**config.mk**
```make
export PLATFORM = sky130hd
export DESIGN_NAME = rtc_alarm_irq
export DESIGN_NICKNAME = d
export VERILOG_FILES = /design/src/rtl/rtc_alarm_irq.sv
export SDC_FILE = /design/constraint.sdc
export NUM_CORES = 1
export LEC_CHECK = 0
export CAP_MARGIN = 0
export CORE_MARGIN = 5
export CORE_UTILIZATION = 41
export DETAILED_ROUTE_END_ITERATION = 8
export PLACE_DENSITY = 0.81
export SETUP_SLACK_MARGIN = 0.15
export SYNTH_ARGS = -nofsm -noshare
export SYNTH_HDL_FRONTEND = slang
export SYNTH_SLANG_ARGS = --single-unit
```
**constraint.sdc**
```tcl
create_clock -name clk -period 1.85 [get_ports clk]
set_clock_uncertainty 0.15 [all_clocks]
set_input_delay 0.37 -clock clk [delete_from_list [all_inputs] [get_ports clk]]
set_output_delay 0.37 -clock clk [all_outputs]
set_load 0.01 [all_outputs]
```
**src/rtl/rtc_alarm_irq.sv**
```systemverilog
module rtc_alarm_irq #(
  parameter int TIME_W = 32,
  parameter int ADDR_W = 4,
  parameter int DATA_W = 32,
  parameter logic [ADDR_W-1:0] A_ALARM = 6,
  parameter logic [ADDR_W-1:0] A_FLAGS = 8,
  parameter logic [ADDR_W-1:0] A_VIEW  = 9,
  parameter logic [ADDR_W-1:0] A_ON    = 10,
  parameter logic [ADDR_W-1:0] A_OFF   = 11
) (
  input  logic              clk,
  input  logic              rst_n,
  input  logic              sec_tick,
  input  logic [TIME_W-1:0] cur_sec,
  input  logic              wr_en,
  input  logic [ADDR_W-1:0] addr,
  input  logic [DATA_W-1:0] wdata,
  output logic [DATA_W-1:0] rdata,
  output logic              alarm_irq,
  output logic              sec_irq
);
  localparam int NSRC = 2;

  logic [TIME_W-1:0] alarm_q;
  logic [NSRC-1:0]   flag_q, en_q, set_v, clr_v;

  assign set_v = {sec_tick && (cur_sec == alarm_q), sec_tick};
  assign clr_v = (wr_en && addr == A_FLAGS) ? wdata[NSRC-1:0] : '0;

  always_ff @(posedge clk or negedge rst_n)
    if (!rst_n) flag_q <= '0;
    else        flag_q <= (flag_q & ~clr_v) | set_v;

  always_ff @(posedge clk or negedge rst_n)
    if (!rst_n) en_q <= '0;
    else if (wr_en && addr == A_ON)  en_q <= en_q | wdata[NSRC-1:0];
    else if (wr_en && addr == A_OFF) en_q <= en_q & ~wdata[NSRC-1:0];

  always_ff @(posedge clk or negedge rst_n)
    if (!rst_n) alarm_q <= '0;
    else if (wr_en && addr == A_ALARM) alarm_q <= wdata[TIME_W-1:0];

  always_comb begin
    rdata = '0;
    if (addr == A_ALARM)      rdata = DATA_W'(alarm_q);
    else if (addr == A_FLAGS) rdata = DATA_W'(flag_q);
    else if (addr == A_VIEW)  rdata = DATA_W'(en_q);
  end

  assign sec_irq   = flag_q[0] & en_q[0];
  assign alarm_irq = flag_q[1] & en_q[1];
endmodule


```
# Word level (Yosys, flattened, before mapping)
# Index checks and enable logic that the tools add are counted.
[op_classes]
n_reduce_logical = 6
n_bitwise = 8
mux = 6
n_eq_ne = 6
[op_table]
columns = ["cell", "n"]
rows = [
  ["$mux 32", 2],
  ["$eq 32x32->1", 1],
  ["$eq 4x4->1 const B", 4],
  ["$mux 2", 4],
  ["$logic_and 1x1->1", 5],
  ["$and 2x2->2", 2],
  ["$eq 4x3->1 const B", 1],
  ["$not 2->2", 2],
  ["$or 2x2->2", 2],
  ["$and 1x1->1", 2],
  ["$reduce_bool 2->1", 1],
]
[totals]
input_bits = 72
wordCells = 29
output_inout_bits = 34
reg_bits = 36

# Logic depth before layout (Yosys ltp)
[depth]
depth_word = 6
mapped_depth = 4
ltp_nobuf = 4

# Least setup slack after synthesis
# Ideal clock, no wire load.
[synth_path]
path_kind = "input to output"
start = "input port addr[3]"
end = "output port rdata[0]"
required_ns = 1.330
slack_ns = 0.190
path_buffers = 1
stages = 4
arrival_time_ns = 1.140
path_cell_list = "and4bb_4 -> clkbuf_1 -> nand2_1 -> o21ai_0"
[synth_between]
elab_chain_cells = 4
elab_cells_between_ends = 6
cone_classes = "eq/ne (3); mux (3)"
[synth_lines]
columns = ["item", "line_no", "text"]
rows = [
  ["start: declaration", "16", "input logic [ADDR_W-1:0] addr,"],
  ["$eq 4x4->1", "47", "else if (addr == A_VIEW) rdata = DATA_W'(en_q);"],
  ["$mux 2", "47", ""],
  ["$mux 32", "46", "else if (addr == A_FLAGS) rdata = DATA_W'(flag_q);"],
  ["$mux 32 (*)", "45", "if (addr == A_ALARM) rdata = DATA_W'(alarm_q);"],
  ["end: declaration", "18", "output logic [DATA_W-1:0] rdata,"],
]
# Mark *: on every way between the ends. The rest lies on a longest branch, timed or not.

# Worst setup path in the final report
# Ends and elaborated chain as after synthesis.

==> key figures <==
Outcome
  – Status: finished with violations
  – Failing checks: setup timing

Routing
  – DRC: 0
  – Remaining antenna violation count: 0
  – Via density: just under 5
  – WL/cell: ~18 um
  – Via count: 1840
  – DRT iter0 DRCs: between 40 and 50
  – DRT Pass-1 Iters: 4
  – Total Wirelength: ~6700 um

Synthesis
  – Number of distinct library cells after synthesis: 24
  – FF+latch count, synth: 36
  – Syn nets: 242
  – Synth warnings: 0
  – Syn_area_per_cell: about 13 sq um
  – Cells after Synth: 170
  – Most common cell in the synthesized netlist: dfrtp_1
  – Yosys top cell by area: dfrtp_1
  – Mapped Area: between 0.002 and 0.0025 sq mm
  – Async SR Flop Fraction: 100%
  – Register area share after synthesis: a little over two fifths
  – Largest cells by area after synthesis: dfrtp_1, mux2_4, xor2_1, and2_1, buf_12
  – Yosys top cell area share: roughly 42%
  – Synth top cells by count: dfrtp_1, xor2_1, and2_1, mux2_4
  – Primary FF master, synth: dfrtp_1
  – Number of synthesized flops with an enable pin: 0

Die
  – I/O pins: about 110
  – Die area: 0.00676 sq mm
  – Number of cell rows: 26
  – Core area: approximately 0.0051 sq mm
  – Initial Util: a little over two fifths
  – Die width: ~80 um
  – Die Ht: a little over 80 um

Place
  – Placed Area: between 0.003 and 0.004 sq mm
  – Worst slack, placed: -0.747 ns
  – DP Cell Count: between 300 and 400
  – RD Place Congestion: between 0.7 and 0.8
  – I/O Buffers: around 110
  – Dpl hpwl: 4710 um

Timing
  – Slew Limit Headroom: about 70%
  – Sum of negative setup slack: -0.359 ns
  – Period utilization: 103%
  – RSZ-0062 raised after global routing: yes
  – Measured slew at the worst slew-check pin: about 0.45 ns
  – Final setup fails: 27
  – FMAX: between 0.5 and 0.6 GHz
  – Final hold viol count: 0
  – Final setup margin: -0.0493 ns
  – Slew Viols, Final: 0
  – Final min period: roughly 1.9 ns

Finish
  – Area Growth Syn to Fin: 80.2%
  – Finished Cell Area: roughly 0.0039 sq mm
  – Fillers: roughly 350
  – Nets@finish: 378
  – Share of layout cells above drive strength 1: between 40 and 50%
  – Antenna fix cells: 0
  – Fin cells: around 380

Clock network
  – CTS tree: built
  – CTS H-tree depth: 2
  – # clock sinks: 36
  – Root buffer cell: clkbuf_8
  – Clock slew at reported path FFs: 0.07 ns
  – Worst-skew pair later-pin latency: 0.28 ns
  – CTS Buf Count: 5
  – Clock tree buffer depth: 2

Worst setup path
  – Worst Path Max Fanout: 5
  – Critical path class: input port to output port
  – CP Data Required Time: around 1.3 ns
  – Critical Path AT: between 1 and 1.5 ns
  – Crit. End Element: output port
  – Worst setup SP type: input port

Power
  – Power Total: 2520 uW
  – Int Pwr: 1820 uW
  – Largest vdd supply drop: roughly 0.45 mV
  – Net Sw Frac: between 20 and 30%
  – Comb power frac: between 30% and 40%
  – Sequential share of power: 45.4%
  – Sw Pwr: 702 uW
  – Leak pwr: around 0.0019 uW
  – Clock share of power: roughly 23%
  – Power Density: ~650 mW/mm^2

Worst hold path
  – Hold WC Path Type: input port to flip-flop

Run
  – Max cap viols: 0

Global routing
  – First-pass GRT wire length: approximately 10000 um
  – Antenna violations before repair: 0
  – Global Route Usage Sum: a little over a fifth
  – Largest net degree at the start of global routing: 21
  – Total congestion overflow: 0
  – Vias in the first global route: about 2000
==> per-stage QoR <==
step / hold slack (ns) / utilization [%]
finish: 0.258 / 75.9
global route: 0.265 / 75.9
CTS: 0.258 / 73.6
detailed placement: 0.182 / 65.9
global placement: 0.180 / 65.9
floorplan: -0.0756 / -
==> cell type report <==
class,count,area [sq um],share of cell area (%)
clock buffers,8,90.1,2.34
repair buffers,135,1510,39.3
multi-input cells,128,1260,32.7
well taps,70,87.6,2.27
flip-flops and latches,36,901,23.4
==> path summary, 6_finish.rpt <==
path	start	end	slack [ns]	depth (start not counted)
setup / recovery	addr[3]	rdata[0]	-0.05	7
setup reg to reg	alarm_q[29]	flag_q[1]	0.24	5
hold / removal	addr[0]	flip-flop	0.26	3
hold reg to reg	flip-flop	flip-flop	0.35	2
min in group asynchronous	rst_n	alarm_q[6]	0.41	2
max in group asynchronous	rst_n	alarm_q[30]	0.68	3
==> power by group through the flow <==
stage	Sequential [uW]	Combinational, uW	Clock, uW
finish	1140	793	582
global route	1170	856	648
CTS	1140	761	596
detailed placement	1140	722	0
global placement	1130	696	0
floorplan	1090	424	0
==> logic make-up after synthesis <==
group	Yosys count	synth area share (%)
and+or+nand+nor	55	16.3
DFF	36	42.1
muxes	34	23.1
xor gates and xnor gates	32	13.1
AOI/OAI and AO/OA	7	2.11
buffers and inverters	6	3.34
==> critical path, cell delays in order <==
cell and delay (ns):
buf_6 0.09, and4bb_4 0.35, buf_12 0.15, buf_16 0.12, nand2_2 0.05, o21ai_1 0.08
buf_2 0.15
==> layout by cell type (no fill, tap or decap), drive strengths merged <==
cell type,n
buf,66
nand4,1
mux2i,2
xor2,31
and2,32
mux2,32
clkdlybuf4s50,62
nor3,1
o21ai,4
nand2,8
dlymetal6s2s,4
clkbuf,8
nand3,2
a21o,1
a21bo,1
and4b,1
and4bb,1
dlygate4sd2,2
or3b,1
dlygate4sd3,1
o31ai,1
dfrtp,36
nor4,7
xnor2,1
nor3b,1
==> layer usage <==
metal  global-route usage (%)  vias up  routed length (um)
li1                         -      854                   -
met1                     23.3      902                2530
met2                     38.2       74                3580
met3                     6.40       10                 508
met4                     6.31        0                 116
met5                        0        -                   0
==> what timing repair did <==
action | 4_1_cts | 5_1_grt
buffers inserted | 7 | 4
endpoints found under the setup margin | 68 | 65
cloned | 7 | 0
hold endpoints to repair | 16 | 0
hold buffers | 1 | 0
resized for setup | 205 | 27
pin swaps | 11 | 6
==> state kept, by name, summed over array words and instances, names as in the netlist, named ones only <==
signal and count:
flag_q 2, alarm_q 32
(Power assumes the default switching activity.)
